===== config.mk =====
export PLATFORM = sky130hd
export DESIGN_NAME = trans_los_det
export DESIGN_NICKNAME = d
export VERILOG_FILES = /design/src/rtl/los_det_pkg.sv /design/src/rtl/los_run_tracker.sv /design/src/rtl/los_window_counter.sv /design/src/rtl/trans_los_det.sv
export SDC_FILE = /design/constraint.sdc
export NUM_CORES = 1
export LEC_CHECK = 0
export BUFFER_PORTS_ARGS = -buffer_cell sky130_fd_sc_hd__clkbuf_2
export CORE_ASPECT_RATIO = 0.6
export CORE_MARGIN = 2
export CORE_UTILIZATION = 60
export CTS_CLUSTER_DIAMETER = 150
export DETAILED_ROUTE_END_ITERATION = 16
export MAX_ROUTING_LAYER = met4
export PLACE_DENSITY = 0.77
export REMOVE_ABC_BUFFERS = 1
export SLEW_MARGIN = 20
export SYNTH_ARGS = -nofsm -noshare
export SYNTH_HDL_FRONTEND = slang
export SYNTH_HIERARCHICAL = 1
export SYNTH_SLANG_ARGS = --single-unit

===== constraint.sdc =====
create_clock -name clk -period 3.1 [get_ports clk]
set_input_delay 0.31 -clock clk [delete_from_list [all_inputs] [get_ports clk]]
set_output_delay 0.31 -clock clk [all_outputs]
set_load 0.01 [all_outputs]

===== src/rtl/los_det_pkg.sv =====
package los_det_pkg;

   // History storage variants for the sliding transition window
   localparam int HIST_SHIFT = 0;
   localparam int HIST_RING  = 1;

   typedef enum logic {
      LOS_IDLE   = 1'b0,
      LOS_ACTIVE = 1'b1
   } los_state_e;

endpackage


===== src/rtl/los_run_tracker.sv =====
module los_run_tracker #(
   parameter int RUN_LIMIT = 128,
   localparam int RUN_MAX  = RUN_LIMIT + 1,
   localparam int RUN_W    = $clog2(RUN_MAX + 1)
) (
   input  logic clk,
   input  logic rst_n,
   input  logic bit_i,
   output logic trans_o,
   output logic run_over_o
);

   logic             prev_q;
   logic [RUN_W-1:0] run_q;
   logic [RUN_W-1:0] run_d;

   assign trans_o = bit_i ^ prev_q;

   always_comb begin
      if (trans_o)
         run_d = '0;
      else if (run_q == RUN_W'(RUN_MAX))
         run_d = run_q;
      else
         run_d = run_q + RUN_W'(1);
   end

   assign run_over_o = (run_d > RUN_W'(RUN_LIMIT));

   always_ff @(posedge clk or negedge rst_n) begin
      if (!rst_n) begin
         prev_q <= 1'b0;
         run_q  <= '0;
      end else begin
         prev_q <= bit_i;
         run_q  <= run_d;
      end
   end

endmodule


===== src/rtl/los_window_counter.sv =====
module los_window_counter
   import los_det_pkg::*;
#(
   parameter int WIN_LEN    = 128,
   parameter int HIST_STYLE = HIST_SHIFT,
   localparam int CNT_W     = $clog2(WIN_LEN + 1),
   localparam int PTR_W     = (WIN_LEN > 2) ? $clog2(WIN_LEN) : 1
) (
   input  logic             clk,
   input  logic             rst_n,
   input  logic             trans_i,
   output logic [CNT_W-1:0] count_next_o
);

   logic [CNT_W-1:0] count_q;
   logic             oldest;

   generate
      if (HIST_STYLE == HIST_RING) begin : g_ring
         logic [WIN_LEN-1:0] slot_q;
         logic [PTR_W-1:0]   ptr_q;

         assign oldest = slot_q[ptr_q];

         always_ff @(posedge clk or negedge rst_n) begin
            if (!rst_n) begin
               slot_q <= '0;
               ptr_q  <= '0;
            end else begin
               slot_q[ptr_q] <= trans_i;
               if (ptr_q == PTR_W'(WIN_LEN - 1))
                  ptr_q <= '0;
               else
                  ptr_q <= ptr_q + PTR_W'(1);
            end
         end
      end else begin : g_shift
         logic [WIN_LEN-1:0] hist_q;

         assign oldest = hist_q[WIN_LEN-1];

         always_ff @(posedge clk or negedge rst_n) begin
            if (!rst_n)
               hist_q <= '0;
            else
               hist_q <= {hist_q[WIN_LEN-2:0], trans_i};
         end
      end
   endgenerate

   assign count_next_o = count_q + CNT_W'(trans_i) - CNT_W'(oldest);

   always_ff @(posedge clk or negedge rst_n) begin
      if (!rst_n)
         count_q <= '0;
      else
         count_q <= count_next_o;
   end

endmodule


===== src/rtl/trans_los_det.sv =====
module trans_los_det
   import los_det_pkg::*;
#(
   parameter int DECLARE_RUN  = 128,
   parameter int WIN_LEN      = 128,
   parameter int CLEAR_THRESH = 16,
   parameter int HIST_STYLE   = HIST_SHIFT
) (
   input  logic clk,
   input  logic rst_n,
   input  logic ser_bit_i,
   input  logic det_en_n_i,
   input  logic ext_los_n_i,
   output logic los_o,
   output logic data_o
);

   localparam int CNT_W = $clog2(WIN_LEN + 1);

   // Elaboration-time parameter checks
   if (DECLARE_RUN < 1) begin : g_bad_run
      $error("DECLARE_RUN must be at least 1");
   end
   if (WIN_LEN < 2) begin : g_bad_win
      $error("WIN_LEN must be at least 2");
   end
   if (CLEAR_THRESH < 0 || CLEAR_THRESH >= WIN_LEN) begin : g_bad_thr
      $error("CLEAR_THRESH must lie in 0 .. WIN_LEN-1");
   end
   if (HIST_STYLE != HIST_SHIFT && HIST_STYLE != HIST_RING) begin : g_bad_style
      $error("HIST_STYLE selects an unknown history variant");
   end

   logic             trans;
   logic             run_over;
   logic [CNT_W-1:0] win_count;
   los_state_e       state_q;
   los_state_e       state_d;
   logic             los_d;

   los_run_tracker #(
      .RUN_LIMIT (DECLARE_RUN)
   ) u_run (
      .clk        (clk),
      .rst_n      (rst_n),
      .bit_i      (ser_bit_i),
      .trans_o    (trans),
      .run_over_o (run_over)
   );

   los_window_counter #(
      .WIN_LEN    (WIN_LEN),
      .HIST_STYLE (HIST_STYLE)
   ) u_win (
      .clk          (clk),
      .rst_n        (rst_n),
      .trans_i      (trans),
      .count_next_o (win_count)
   );

   always_comb begin
      state_d = state_q;
      if (det_en_n_i)
         state_d = LOS_IDLE;
      else if (state_q == LOS_IDLE && run_over)
         state_d = LOS_ACTIVE;
      else if (state_q == LOS_ACTIVE && win_count > CNT_W'(CLEAR_THRESH))
         state_d = LOS_IDLE;
   end

   assign los_d = (state_d == LOS_ACTIVE) | ~ext_los_n_i;

   always_ff @(posedge clk or negedge rst_n) begin
      if (!rst_n) begin
         state_q <= LOS_IDLE;
         los_o   <= 1'b0;
         data_o  <= 1'b0;
      end else begin
         state_q <= state_d;
         los_o   <= los_d;
         data_o  <= ser_bit_i & ~los_d;
      end
   end

endmodule


==> out/metrics.yaml, run 1 <==
critical_path:
  cp.arrival_ps: 3310
  path_class: "register to register"
  max_stage_delay_ps: 530
  path_cells: "xnor2_2, inv_1, ha_1, inv_1, fa_1, nor2b_4, o31a_1, or4_1, nand3_1, or4b_1, o31ai_4, nand2b_1"
  startpoint_type: "register"
  crit_fanout: 5
  critPathCaptureType: "register"
  crit_required_ps: 3440
  regToRegSetupSlack_ps: 130
  critPathSlowestCell: "or4b_1"
  cpMostUsedCell: "inv_1"
floorplanning:
  rows: 24
  start_util: 0.611
  core_area_um2: 7180
  die_h_um: 70.2
  ios: 7
  chipWidth_um: 114
  dieArea_um2: 8040
finish:
  drive_gt1_frac: 0.153
  finalNonFillerCells: 379
  final_cell_mix: "dfrtp_1 (148), clkbuf_16 (17), inv_1 (15), nor2_1 (12), ha_1 (10)"
  nets: 291
  layout_commonest_cell: "dfrtp_1"
  num_antenna_cells: 0
  utilization: 0.726
  area_delta_synth_final_pct: 18.8
logic_synthesis:
  async_flop_share: 1.00
  syn-cell-area_um2: 4390
  syn_inst: 249
  synth.distinct_cells: 35
  avgSynthCellArea_um2: 17.6
  yosysWarningCount: 6
  ys_ff_latch: 148
  ys.flop_type: "dfrtp_1"
  ys_seq_area_frac: 0.844
  synth_edf_count: 0
place:
  dp.cells: 347
  dpl.hpwl_mm: 3.36
  place_congestion: 0.828
  portBuffers: 6
  pre_cts_ws_ps: 143
drt:
  antenna_left: 0
  m1WireLength_mm: 3.32
  drtIter0Drc: 240
  num_vias: 1975
  routed.top_layer: "met4"
  wire_per_inst_um: 17.8
  drt_wl_total_mm: 6.73
  dr_wl_met3_um: 320
  routed-wl-met2_mm: 3.02
  firstDrtPassIters: 4
  drc: 0
  vias_per_cell: 5.21
power_and_ir_drop:
  power_density_nw_per_um2: 991
  vdd_ir_drop_max_mv: 0.532
  totalPowerFinal_mw: 5.17
  p_leak_nw: 2.59
timing:
  min_period_over_period: 0.958
  fin_ws_ps: 131
  skew_ps: 9.52
  fin_crit_ps: 2970
  hold_violations: 0
  setup_violations: 0
  tns_ps: 0
  slew_violations: 0
  worst_slew_pin_slew_ps: 925
  relSlewSlack: 0.383
  clock.fmax_mhz: 337
cts:
  clock_sink_count: 148
  ctsHoldBuffers: 0
  cts_tree: "built"
  numCtsBuffers: 17
  path_clk_slew_ps: 60
  clk_latency_ps: 410
  h-tree-depth: 4
  cts_root_buffer: "clkbuf_16"
  clock_path_buffers: 2
flow_run:
  max_cap_violations: 0
min_path:
  holdCritPathClass: "input pin to asynchronous set/reset pin"
run_status:
  status: "complete, no violations"
global_routing:
  grt_usage: 0.205
  grt_pass1_vias: 2120
  antenna_found_initial: 0
  grt_overflow: 0
  grt_pass1_wl_mm: 11.1
  grt_max_degree: 111
-- state kept, by name, summed over array words and instances, names as in the netlist --
signal                cells
data_o                    1
los_o                     1
state_q                   1
u_run/prev_q              1
u_run/run_q               8
u_win/count_q             8
u_win/g_shift.hist_q    128
-- cells in the mapped netlist (all sizes together) (2+ instances only) --
cell type	n	area share
nor2	12	0.010
dfrtp	148	0.84
nand2	7	0.0060
a21oi	6	0.0068
nand3	5	0.0057
o21ai	4	0.0046
inv	15	0.013
xor2	2	0.0040
or4	2	0.0034
or3	2	0.0040
xnor2	8	0.016
ha	10	0.029
nor3	4	0.0046
a211oi	4	0.0068
-- what timing repair did --
item	CTS	global route
setup buffers	0	0
setup endpoints to repair	0	3
gates resized for setup	0	2
-- final cells by class --
| type | count | area [µm²] |
|---|---|---|
| clock inverter | 13 | 205 |
| clock buffer | 19 | 443 |
| inverter | 15 | 56.3 |
| timing repair buffer | 8 | 51.3 |
| multi-input combinational | 85 | 639 |
| tap | 91 | 114 |
| sequential | 148 | 3700 |
| fill | 393 | 1960 |
-- logic make-up after synthesis --
group / share of synthesized area
adders and majority gates: 0.0331
xor gates and xnor gates: 0.0200
AOI/OAI and AO/OA: 0.0388
buffers and inverters: 0.0140
and+or+nand+nor: 0.0479
muxes: 0.00228
DFF: 0.844
-- critical path: cells and delay by family, from the launching register on --
kind            cells  cell delay (ps)
buf+inv             2              220
simple gates        5             1030
xor+xnor            1              180
compound gates      2              390
flops               1              410
fa+ha+maj           2              680
-- final timing paths --
path / from / to / depth (start not counted)
hold reg to reg: u_win/g_shift.hist_q[84] / u_win/g_shift.hist_q[85] / 0
max in group asynchronous: rst_n / u_win/g_shift.hist_q[75] / 2
hold / removal: rst_n / u_win/count_q[7] / 1
setup / recovery: u_run/prev_q / los_o / 12
setup reg to reg: u_run/prev_q / los_o / 12
min in group clk: ext_los_n_i / los_o / 2
-- stage by stage --
stage                     hold slack, ps  instance area, µm²
after floorplan                     14.4                4380
after global placement               332                4550
after detailed placement             335                4550
after CTS                           35.3                5200
after global routing                68.3                5210
final                               6.21                5210
-- power by group --
group          internal, mW  switching, mW  leakage, nW
clock network          1.45          0.750        0.309
registers              2.07         0.0750         1.93
logic                 0.324          0.496        0.357
-- per-layer routing --
| layer | track usage | vias up |
|---|---|---|
| met5 | - | - |
| met4 | 0.0854 | 0 |
| met3 | 0.0859 | 8 |
| met2 | 0.256 | 54 |
| met1 | 0.300 | 1033 |
| li1 | - | 880 |
Note: power is estimated with default switching activity, not from simulation.
==> run 2, diff against run 1 <==
CORE_MARGIN = 1   (was 2)
==> run 2 against run 1 <==
Compared with the run above: the flow now finishes with violations (hold timing); die area decreased by 4.5%; routed wire length increased by 7.8%; global-route usage up 2.5 points; non-clock buffer count shrank 1; flip-flop and latch count unchanged; critical path type unchanged; largest power group is now registers.
==> out/metrics.yaml, run 2 (synthesis gave the netlist of run 1 again) <==
run_status:
  status: "complete, but fails checks"
  violations: "hold timing"
finish:
  nets: 290
  largest_register_ffs: 128
  finalNonFillerCells: 374
  largestRegisters: "u_win/g_shift.hist_q: 128 flops, u_run/run_q: 8 flops, u_win/count_q: 8 flops"
  num_antenna_cells: 0
  drive_gt1_frac: 0.157
  fill_cells: 372
  seqCellArea_um2: 3700
  multi_input_area_um2: 642
  top_register: "u_win/g_shift.hist_q"
  layout_commonest_cell: "dfrtp_1"
  area_delta_synth_final_pct: 18.0
  final_cell_mix: "dfrtp_1 (148), clkbuf_16 (17), inv_1 (14), nor2_1 (12), ha_1 (10)"
timing:
  min_period_over_period: 0.965
  worst_slew_pin_slew_ps: 799
  skew_ps: 5.56
  fin_crit_ps: 2990
  whs_ps: -15.3
  slew_violations: 0
  hold_violations: 28
  relSlewSlack: 0.467
  setup_violations: 0
  clock.fmax_mhz: 334
critical_path:
  crit_required_ps: 3440
  cp.arrival_ps: 3330
  critPathSlowestCell: "or4b_1"
  startpoint_type: "register"
  path_class: "register to register"
  path_cells: "xnor2_2, inv_2, ha_1, inv_1, fa_2, nor2b_4, o31a_1, o211ai_1, nand3_1, or4b_1, o31ai_4, nand2b_1"
  max_stage_delay_ps: 540
  critPathCaptureType: "register"
  crit_fanout: 5
  r2r_cells: 12
drt:
  antenna_left: 0
  wire_per_inst_um: 19.4
  vias_per_cell: 5.43
  drtIter0Drc: 156
  num_vias: 2031
  drc: 0
  drt_wl_total_mm: 7.25
  firstDrtPassIters: 4
power_and_ir_drop:
  p_leak_nw: 2.57
  totalPowerFinal_mw: 5.11
  vdd_ir_drop_max_mv: 0.547
  power_density_nw_per_um2: 987
cts:
  cts_root_buffer: "clkbuf_16"
  h-tree-depth: 4
  clock_sink_count: 148
  numCtsBuffers: 17
  clk_latency_ps: 400
  cts_tree: "built"
  path_clk_slew_ps: 60
  clock_path_buffers: 2
global_routing:
  grt_pass1_wl_mm: 11.6
  antenna_found_initial: 0
  grt_usage: 0.230
  grt_max_degree: 96
  grt_overflow: 0
  grt_pass1_vias: 2237
min_path:
  holdCritPathClass: "input pin to asynchronous set/reset pin"
floorplanning:
  start_util: 0.638
  dieArea_um2: 7670
  die_h_um: 68.2
  rows: 23
  ios: 7
  chipWidth_um: 112
  core_area_um2: 6880
place:
  portBuffers: 6
  dp.cells: 342
  dpl.hpwl_mm: 3.54
  place_congestion: 0.804
flow_run:
  max_cap_violations: 0
[run 2: area by class of cell]
type | count | area share
Sequential cell | 148 | 0.715
Multi-Input combinational cell | 85 | 0.124
Clock buffer | 20 | 0.0882
Clock inverter | 12 | 0.0295
Tap cell | 87 | 0.0210
Timing Repair Buffer | 7 | 0.0109
Inverter | 15 | 0.0109
[run 2: power breakdown]
group / internal [mW] / total [mW] / switching, mW / leakage [nW]
clock: 1.31 / 2.07 / 0.763 / 0.289
sequential: 2.07 / 2.15 / 0.0776 / 1.93
combinational: 0.336 / 0.885 / 0.550 / 0.355
total: 3.72 / 5.11 / 1.39 / 2.57
[run 2: what timing repair did]
| item | in CTS | in global routing |
|---|---|---|
| hold buffers | 0 | 0 |
| setup endpoints to repair | 0 | 3 |
| setup buffers | 0 | 0 |
| gates resized for setup | 0 | 4 |
[run 2: worst paths after layout]
path                                            from                         to  slack (ps)
min in group clk                           ser_bit_i               u_run/prev_q          70
hold / removal                                 rst_n  u_win/g_shift.hist_q[100]         -20
setup reg to reg                        u_run/prev_q                      los_o         110
max in group asynchronous                      rst_n   u_win/g_shift.hist_q[49]        2350
hold reg to reg            u_win/g_shift.hist_q[124]  u_win/g_shift.hist_q[125]         350
setup / recovery                        u_run/prev_q                      los_o         110
[run 2: layer usage]
layer | GRT usage | routed length [µm]
met1 | 0.288 | 3290
met2 | 0.359 | 3510
met3 | 0.0779 | 349
met4 | 0.0883 | 103
met5 | - | 0
[run 2: critical path: cells and delay by family (launching register included)]
family / cells / cell delay [ps]
simple gates: 4 / 860
compound gates: 3 / 760
fa+ha+maj: 2 / 500
flops: 1 / 400
xor+xnor: 1 / 220
buf+inv: 2 / 200
[run 2: through the flow]
stage	cell area [µm²]	worst slack (ps)	hold slack (ps)	setup TNS, ps	util
after detailed placement	4550	82.4	335	0	0.661
final	5180	110	-15.3	0	0.753
after global placement	4550	269	332	0	0.661
after floorplan	4380	464	14.4	0	-
after global routing	5180	-34.6	62.3	-68.8	0.753
after CTS	5160	97.5	9.08	0	0.750
==> run 3, diff against run 2 <==
GPL_ROUTABILITY_DRIVEN = 0   (was not set)
SETUP_SLACK_MARGIN = 0.02   (was not set)
SYNTH_HIERARCHICAL = not set   (was 1)
==> run 3 against run 2 <==
Compared with the run above: the run ends with DRC left; area after synthesis shrank 0.26%; via count shrank 4.2%; synthesized cell count shrank 1.2%; setup slack gained 150 ps; clock-buffer cell count shrank 2; sequential share of layout area grew 0.17 points; critical path depth shrank 2; highest routed layer unchanged; cell count grew 0.27%; combinational power shrank 15%; flip-flop and latch count is the same; die area shrank 0.25%; critical path type unchanged; maximum frequency grew 5.4%; largest power group unchanged.
==> out/metrics.yaml, run 3 <==
critical_path:
  crit_required_ps: 3450
  critPathCaptureType: "register"
  cp.arrival_ps: 3180
  crit_fanout: 3
  path_class: "register to register"
  startpoint_type: "register"
timing:
  tns_ps: 0
  min_period_over_period: 0.915
  rsz0062_at_grt: "false"
  whs_ps: 54.1
  skew_ps: 8.33
  worst_slew_pin_slew_ps: 785
  relSlewSlack: 0.477
  hold_violations: 0
  setup_violations: 0
  fin_crit_ps: 2840
  clock.fmax_mhz: 353
  slew_violations: 0
place:
  dpl.hpwl_mm: 3.53
  dp.cells: 342
  portBuffers: 6
logic_synthesis:
  avgSynthCellArea_um2: 17.8
  yosysMostFrequentCell: "dfrtp_1"
  ys.flop_type: "dfrtp_1"
  syn-cell-area_um2: 4380
  syn_inst: 246
  yosys.area.top_type_share: 0.846
  ys_seq_area_frac: 0.846
  synth_edf_count: 0
  synth_top_area_cell: "dfrtp_1"
  synth.distinct_cells: 33
  synthTopCellsByCount: "dfrtp_1 (148), inv_1 (13), ha_1 (10)"
  synthTopCellsByArea: "dfrtp_1 (85%), ha_1 (2.9%), xnor2_1 (1.2%)"
  async_flop_share: 1.00
  ys_ff_latch: 148
  yosysWarningCount: 0
finish:
  num_antenna_cells: 0
  layout_commonest_cell: "dfrtp_1"
  drive_gt1_frac: 0.153
  largest_register_ffs: 128
  nets: 291
  largestRegisters: "u_win.g_shift.hist_q: 128 flops, u_run.run_q: 8 flops, u_win.count_q: 8 flops"
  finalNonFillerCells: 375
  area_delta_synth_final_pct: 18.0
  final_cell_mix: "dfrtp_1 (148), clkbuf_16 (17), inv_1 (13), ha_1 (10), nor2_1 (9)"
  fill_cells: 375
  top_register: "u_win.g_shift.hist_q"
cts:
  clock_path_buffers: 2
  clk_latency_ps: 410
  cts_tree: "built"
  clock_sink_count: 148
  postCtsSetupBuffers: 0
  numCtsBuffers: 17
  path_clk_slew_ps: 60
  cts_root_buffer: "clkbuf_16"
  h-tree-depth: 4
drt:
  vias_per_cell: 5.19
  wire_per_inst_um: 17.7
  drt_wl_total_mm: 6.65
  drc: 1
  num_vias: 1945
  drtIter0Drc: 198
  antenna_left: 0
  firstDrtPassIters: 10
power_and_ir_drop:
  p_leak_nw: 2.55
  vdd_ir_drop_max_mv: 0.602
  power_density_nw_per_um2: 955
  totalPowerFinal_mw: 4.93
global_routing:
  grt_pass1_vias: 2036
  grt_max_degree: 95
  grt_pass1_wl_mm: 10.9
  grt_usage: 0.218
  antenna_found_initial: 0
  grt_overflow: 0
run_status:
  status: "complete, but fails checks"
  violations: "DRC"
floorplanning:
  start_util: 0.639
  ios: 7
  core_area_um2: 6850
  die_h_um: 68.2
  chipWidth_um: 112
  dieArea_um2: 7650
  rows: 23
min_path:
  holdCritPathClass: "input pin to register"
flow_run:
  max_cap_violations: 0
[run 3: final timing paths]
path	startpoint	to	slack, ps	cells after the start
setup reg to reg	u_win.g_shift.hist_q[127]	los_o	260	10
hold / removal	ser_bit_i	u_run.prev_q	50	1
max in group asynchronous	rst_n	u_win.g_shift.hist_q[85]	1760	3
setup / recovery	u_win.g_shift.hist_q[127]	los_o	260	10
min in group asynchronous	rst_n	u_win.g_shift.hist_q[39]	530	2
hold reg to reg	u_win.g_shift.hist_q[121]	u_win.g_shift.hist_q[122]	350	0
[run 3: metrics by stage]
step                utilization  area (µm²)  worst slack, ps
CTS                       0.754        5160              278
finish                    0.754        5160              264
global route              0.754        5160              106
floorplan                     -        4370              290
detailed placement        0.664        4550              285
global placement          0.664        4550              408
[run 3: worst max-delay path: stages (launching register included)]
cell and delay, ps:
dfrtp_1 360, ha_1 270, inv_1 40, ha_1 210
fa_1 440, xor2_1 190, nor3_1 200, nand3b_1 110
a311o_1 360, o41ai_1 410, or2_1 190
[run 3: power by group]
group | switching (mW) | internal [mW]
sequential | 0.0667 | 2.08
combinational | 0.452 | 0.298
clock | 0.770 | 1.27
total | 1.29 | 3.64
[run 3: layout make-up]
type	instances	area (µm²)	share of cell area
clock buffers	18	429	0.0831
multi-input cells	84	619	0.120
well taps	87	109	0.0211
clock inverters	14	178	0.0344
inverters	13	48.8	0.00945
repair buffers	11	76.3	0.0148
flip-flops and latches	148	3700	0.717
[run 3: kinds of logic after synthesis]
group                      count (synthesis)  synth area share
AOI/OAI and AO/OA                         27            0.0440
xor gates and xnor gates                  12            0.0240
adders and majority gates                 11            0.0332
buffers and inverters                     14            0.0123
DFF                                      148             0.846
and+or+nand+nor                           34            0.0403
[run 3: layer usage]
layer	GRT usage	routed length [µm]	vias up
met4	0.130	163	0
met3	0.0726	324	17
li1	-	-	883
met5	-	0	-
met1	0.300	3220	999
met2	0.286	2940	46
[run 3: repair_timing]
item | 4_1_cts | 5_1_grt
hold endpoints to repair | 84 | 0
hold buffers | 1 | 0
resized for setup | 0 | 0
